--- src/rtl/lux_win_pkg.sv ---
package lux_win_pkg;

    localparam int RES_W   = 16;
    localparam int THR_W   = 8;
    localparam int RUN_MAX = 16;
    localparam int CNT_W   = $clog2(RUN_MAX + 1);

    typedef enum logic [1:0] {
        PERS_1  = 2'd0,
        PERS_4  = 2'd1,
        PERS_8  = 2'd2,
        PERS_16 = 2'd3
    } pers_sel_e;

    typedef struct packed {
        logic above;
        logic below;
    } win_flags_t;

    function automatic logic [CNT_W:0] pers_len(pers_sel_e s);
        case (s)
            PERS_1:  pers_len = (CNT_W+1)'(1);
            PERS_4:  pers_len = (CNT_W+1)'(4);
            PERS_8:  pers_len = (CNT_W+1)'(8);
            default: pers_len = (CNT_W+1)'(RUN_MAX);
        endcase
    endfunction

    function automatic logic is_outside(win_flags_t f);
        is_outside = f.above | f.below;
    endfunction

endpackage

--- src/rtl/lux_win_cmp.sv ---
module lux_win_cmp
    import lux_win_pkg::*;
#(
    parameter int RW = RES_W,
    parameter int TW = THR_W
) (
    input  logic [RW-1:0] res,
    input  logic [TW-1:0] thr_hi,
    input  logic [TW-1:0] thr_lo,
    output win_flags_t    flags
);
    logic [TW-1:0] top_byte;

    always_comb begin
        top_byte    = res[RW-1 -: TW];
        flags.above = (top_byte > thr_hi);
        flags.below = (top_byte < thr_lo);
    end
endmodule

--- src/rtl/lux_win_persist.sv ---
module lux_win_persist
    import lux_win_pkg::*;
(
    input  logic      clk,
    input  logic      rst,
    input  logic      clr,
    input  logic      vld,
    input  logic      outside,
    input  pers_sel_e sel,
    output logic      run_done
);
    logic [CNT_W-1:0] cnt_q, cnt_d;
    logic [CNT_W:0]   cnt_inc;

    always_comb begin
        cnt_inc  = {1'b0, cnt_q} + (CNT_W+1)'(1);
        run_done = vld && outside && !clr && (cnt_inc >= pers_len(sel));
        cnt_d    = cnt_q;
        if (clr) begin
            cnt_d = '0;
        end else if (vld) begin
            if (!outside)
                cnt_d = '0;
            else if (cnt_q != CNT_W'(RUN_MAX))
                cnt_d = cnt_inc[CNT_W-1:0];
        end
    end

    always_ff @(posedge clk) begin
        if (rst) cnt_q <= '0;
        else     cnt_q <= cnt_d;
    end


    inwin_restart_chk: assert property (@(posedge clk) disable iff (rst)
        (vld && !outside) |=> (cnt_q == '0));

    idle_hold_chk: assert property (@(posedge clk) disable iff (rst)
        (!vld && !clr) |=> $stable(cnt_q));

    clr_zero_chk: assert property (@(posedge clk) disable iff (rst)
        clr |=> (cnt_q == '0));

    cnt_bound_chk: assert property (@(posedge clk) disable iff (rst)
        cnt_q <= CNT_W'(RUN_MAX));
endmodule

--- src/rtl/lux_win_latch.sv ---
module lux_win_latch (
    input  logic clk,
    input  logic rst,
    input  logic set,
    input  logic clr,
    output logic irq
);
    always_ff @(posedge clk) begin
        if (rst)      irq <= 1'b0;
        else if (clr) irq <= 1'b0;
        else if (set) irq <= 1'b1;
    end


    hold_until_clr_chk: assert property (@(posedge clk) disable iff (rst)
        (irq && !clr) |=> irq);

    clr_release_chk: assert property (@(posedge clk) disable iff (rst)
        clr |=> !irq);
endmodule

--- src/rtl/lux_win_irq.sv ---
module lux_win_irq
    import lux_win_pkg::*;
#(
    parameter int RW = RES_W,
    parameter int TW = THR_W
) (
    input  logic          clk,
    input  logic          rst,
    input  logic [RW-1:0] res_i,
    input  logic          res_vld_i,
    input  logic [TW-1:0] thr_hi_i,
    input  logic [TW-1:0] thr_lo_i,
    input  logic [1:0]    persist_sel_i,
    input  logic          irq_clr_i,
    output logic          irq_drv_low_o
);
    win_flags_t flags;
    logic       outside;
    logic       run_done;

    lux_win_cmp #(.RW(RW), .TW(TW)) cmp_i (
        .res    (res_i),
        .thr_hi (thr_hi_i),
        .thr_lo (thr_lo_i),
        .flags  (flags)
    );

    assign outside = is_outside(flags);

    lux_win_persist pers_i (
        .clk      (clk),
        .rst      (rst),
        .clr      (irq_clr_i),
        .vld      (res_vld_i),
        .outside  (outside),
        .sel      (pers_sel_e'(persist_sel_i)),
        .run_done (run_done)
    );

    lux_win_latch latch_i (
        .clk (clk),
        .rst (rst),
        .set (run_done),
        .clr (irq_clr_i),
        .irq (irq_drv_low_o)
    );


    rise_cause_chk: assert property (@(posedge clk) disable iff (rst)
        $rose(irq_drv_low_o) |-> $past(res_vld_i && outside && !irq_clr_i));

    single_run_chk: assert property (@(posedge clk) disable iff (rst)
        (persist_sel_i == 2'd0 && res_vld_i && outside && !irq_clr_i) |=> irq_drv_low_o);
endmodule

--- config.mk ---
export PLATFORM = sky130hd
export DESIGN_NAME = lux_win_irq
export DESIGN_NICKNAME = d
export VERILOG_FILES = /design/src/rtl/lux_win_pkg.sv /design/src/rtl/lux_win_cmp.sv /design/src/rtl/lux_win_persist.sv /design/src/rtl/lux_win_latch.sv /design/src/rtl/lux_win_irq.sv
export SDC_FILE = /design/constraint.sdc
export NUM_CORES = 1
export LEC_CHECK = 0
export BUFFER_PORTS_ARGS = -buffer_cell sky130_fd_sc_hd__buf_4
export CAP_MARGIN = 25
export CELL_PAD_IN_SITES_DETAIL_PLACEMENT = 1
export CELL_PAD_IN_SITES_GLOBAL_PLACEMENT = 1
export CORE_ASPECT_RATIO = 1.1
export CORE_MARGIN = 2
export CORE_UTILIZATION = 29
export CTS_CLUSTER_DIAMETER = 40
export DETAILED_ROUTE_END_ITERATION = 12
export PLACE_DENSITY_LB_ADDON = 0.1
export SLEW_MARGIN = 10
export SYNTH_ARGS = -nofsm -noshare
export SYNTH_HDL_FRONTEND = slang
export SYNTH_HIERARCHICAL = 1
export SYNTH_SLANG_ARGS = --single-unit
--- constraint.sdc ---
create_clock -name clk -period 2.2 [get_ports clk]
set_input_delay 0.55 -clock clk [delete_from_list [all_inputs] [get_ports clk]]
set_output_delay 0.55 -clock clk [all_outputs]
set_load 0.005 [all_outputs]
==> results.md <==
- PwrDens: 318.2 mW/mm2
- Final Max Slew Viols: 0
- Clock Skew: 2.141 ps
- Syn. warnings: 6
- # diodes: 0
- Crit path launch type: input pin
- Synth Register Bits: 6
- Average via count per standard cell: 4.883
- Reg2reg setup slack: 200 ps
- Crit-path max cell delay: 320 ps
- Critical Path Slowest Stage Cell: or3_4
- RR Startpoint: pers_i/cnt_q[0]$_SDFFE_PP0P_
- Register area share after synthesis: 0.1416
- Core ar.: 0.002778 mm2
- Avg Inst Size Synth: 7.928 um2
- Global-route usage over all layers: 0.1384
- Reg area: 120.1 um2
- CTS tree: built
- First-pass GRT wire length: 3684 um
- Max Cap Viol: 0
- Worst-Skew Late Latency: 240 ps
- Final worst path period need: 2108 ps
- Most common cell after layout, fill and taps aside: buf_4
- WP data required: 2370 ps
- Total grt overflow: 0
- I/O pin cnt: 39
- VDD IR max: 0.3212 mV
- Hold_sp: rst
- Total power: 0.4052 mW
- CP Capture Type: flop
- Netlist Area Pre-Place: 848.3 um2
- Arr. time, crit path: 2280 ps
- Leak: 0.6411 nW
- Initial DRC count: 13
- Fill cell count: 341
- H-tree levels: 1
- Antenna viol nets, final: 0
- Distinct cells, synth: 35
- Post-Place Setup Slack: -284.1 ps
- Slew @ Worst Pin: 535.9 ps
- R2R depth: 7
- Antenna violations before repair: 0
- CTS Sinks: 6
- Critical path's most frequent cell: a21o_1
- RSZ-0062 raised after global routing: false
- Fin Hold WS: 468.7 ps
- Area of the multi-input gates: 734.5 um2
- Rel. slew slack: 0.6414
- Tightest Hold Check Type: input pin to flop
- Crit-path cells: buf_4 -> inv_1 -> ha_4 -> a21o_1 -> a21o_1 -> a41oi_2 -> or2_4 -> inv_2 -> or3_4 -> o22ai_2 -> nor2_1 -> nor3_2
- Synth-to-Final Area Change: 50.15%
- Layout cells sized above 1: 0.3699
- Hold Path Depth: 2
- Final Util: 0.4586
- Final Hold Vio Count: 0
- CP Buf/Inv Count: 3
- Mapped Cells: 107
- Worst path top cell family by delay: simple AND/OR/NAND/NOR gates
- Root Driver: clkbuf_4
- Clock transition at path regs: 50 ps
- # DRC: 0
- Die Height: 60.73 um
- Setup ws final: 91.51 ps
- Die W: 55.57 um
- Row count: 20
- Status: finished clean
- Routed wire length: 2221 um
- Worst R2R End: latch_i/irq$_SDFFE_PP0P_
- WHS Endpoint: latch_i/irq$_SDFFE_PP0P_
- NumNets Final: 207
- Num CTS Buffers: 3
- DP HPWL: 1868 um
- Via count: 874
- Fmax: 474.3 MHz
- Setup TNS: 0 ps
- Clock Path Buffers: 2
- Most frequent cells in the layout: buf_4, ha_1, inv_1
- Largest fanout on the critical path: 2
- Port bufs: 30
- Drt wl/cell: 12.41 um
- Die Footprint: 0.003374 mm2
- Part of the cycle the worst path needs: 0.9584
- CP Class: input pin to flop
- Placer congestion estimate: 0.7991
- Largest net degree at the start of global routing: 10
- Vias in the first global route: 860
- Final setup viols: 0
- Post-Syn Nets: 166
- DRT Pass-1 Iters: 2
- Initial Util: 0.3054
stage by stage:
stage / instances / area, um2
floorplan: 107 / 870.8
global placement: 175 / 1175
detailed placement: 175 / 1175
CTS: 178 / 1214
global route: 179 / 1274
finish: 179 / 1274
worst max path at each step:
stage	start	to	slack, ps	cells after the start
2_1_floorplan	thr_lo_i[6]	latch_i/irq$_SDFFE_PP0P_	10	11
3_3_place_gp	res_i[9]	latch_i/irq$_SDFFE_PP0P_	-280	11
3_5_place_dp	res_i[9]	latch_i/irq$_SDFFE_PP0P_	-280	11
4_1_cts	thr_lo_i[1]	latch_i/irq$_SDFFE_PP0P_	10	12
5_1_grt	res_i[9]	latch_i/irq$_SDFFE_PP0P_	7	12
6_report	thr_lo_i[6]	latch_i/irq$_SDFFE_PP0P_	90	12
synth_stat cells:
| library cell | count | area [um2] |
|---|---|---|
| and4_1 | 1 | 8.760 |
| and3_1 | 1 | 6.260 |
| a21oi_1 | 6 | 30.03 |
| nor3_2 | 1 | 10.01 |
| inv_2 | 1 | 3.750 |
| a211oi_2 | 1 | 12.51 |
| nand2_1 | 8 | 30.03 |
| nand3_1 | 4 | 20.02 |
| ha_1 | 21 | 262.8 |
| dfxtp_1 | 6 | 120.1 |
| or3_1 | 1 | 6.260 |
| nand4_1 | 3 | 18.77 |
| a31oi_1 | 2 | 12.51 |
| nand2b_4 | 1 | 13.76 |
| o2bb2ai_1 | 1 | 8.760 |
| nand2b_1 | 2 | 12.51 |
| o22ai_1 | 3 | 18.77 |
| a41oi_1 | 1 | 8.760 |
| or3b_2 | 1 | 8.760 |
| o21ai_1 | 1 | 5.000 |
| o211ai_1 | 2 | 15.01 |
| nor2b_1 | 3 | 18.77 |
| xnor2_1 | 2 | 17.52 |
| o21ai_0 | 2 | 10.01 |
| xor2_1 | 1 | 8.760 |
| nand4b_1 | 1 | 8.760 |
| o32ai_1 | 1 | 8.760 |
| o21a_1 | 1 | 7.510 |
| o22a_1 | 1 | 8.760 |
| nor2_1 | 3 | 11.26 |
| inv_1 | 18 | 67.56 |
| a21boi_0 | 1 | 7.510 |
| a21o_1 | 3 | 22.52 |
| or2_1 | 1 | 6.260 |
| nand4bb_1 | 1 | 11.26 |
where the power goes:
part           internal [mW]  switching [mW]
registers              0.111         0.00256
clock network         0.0620          0.0434
logic                  0.108          0.0786
total                  0.281           0.125
cell families (layout without fill, tap and decap cells):
kind of cell             Yosys count  count (layout)  share of synthesized area
flip-flops                         6               6                     0.1416
AO/OA/AOI/OAI                     26              26                     0.2080
buffers and inverters             19              58                    0.08406
AND/OR/NAND/NOR                   32              32                     0.2257
adder cells (fa/ha/maj)           21              21                     0.3097
XOR/XNOR                           3               3                    0.03098
cell type report:
cell class	count	area share
timing repair buffer	36	0.2210
multi-input combinational	82	0.5766
inverter	19	0.05796
tap	33	0.03242
clock buffer	3	0.01768
sequential	6	0.09430
registers in the layout, indices dropped and copies added, names as in the netlist:
signal        cells
latch_i/irq       1
pers_i/cnt_q      5
routing by layer:
| layer | track usage | vias up | wire length [um] |
|---|---|---|---|
| met5 | 0 | - | 0 |
| met4 | 0.03136 | 0 | 16 |
| met3 | 0.04051 | 2 | 112 |
| met2 | 0.2381 | 20 | 1131 |
| met1 | 0.1740 | 386 | 961 |
| li1 | - | 466 | - |
what timing repair did:
item	in CTS	in global routing
buffers inserted	0	1
resized for setup	2	12
hold buffers	0	0
setup endpoints to repair	1	2
pin swaps	6	9
Note: power is estimated with default switching activity, not from simulation.
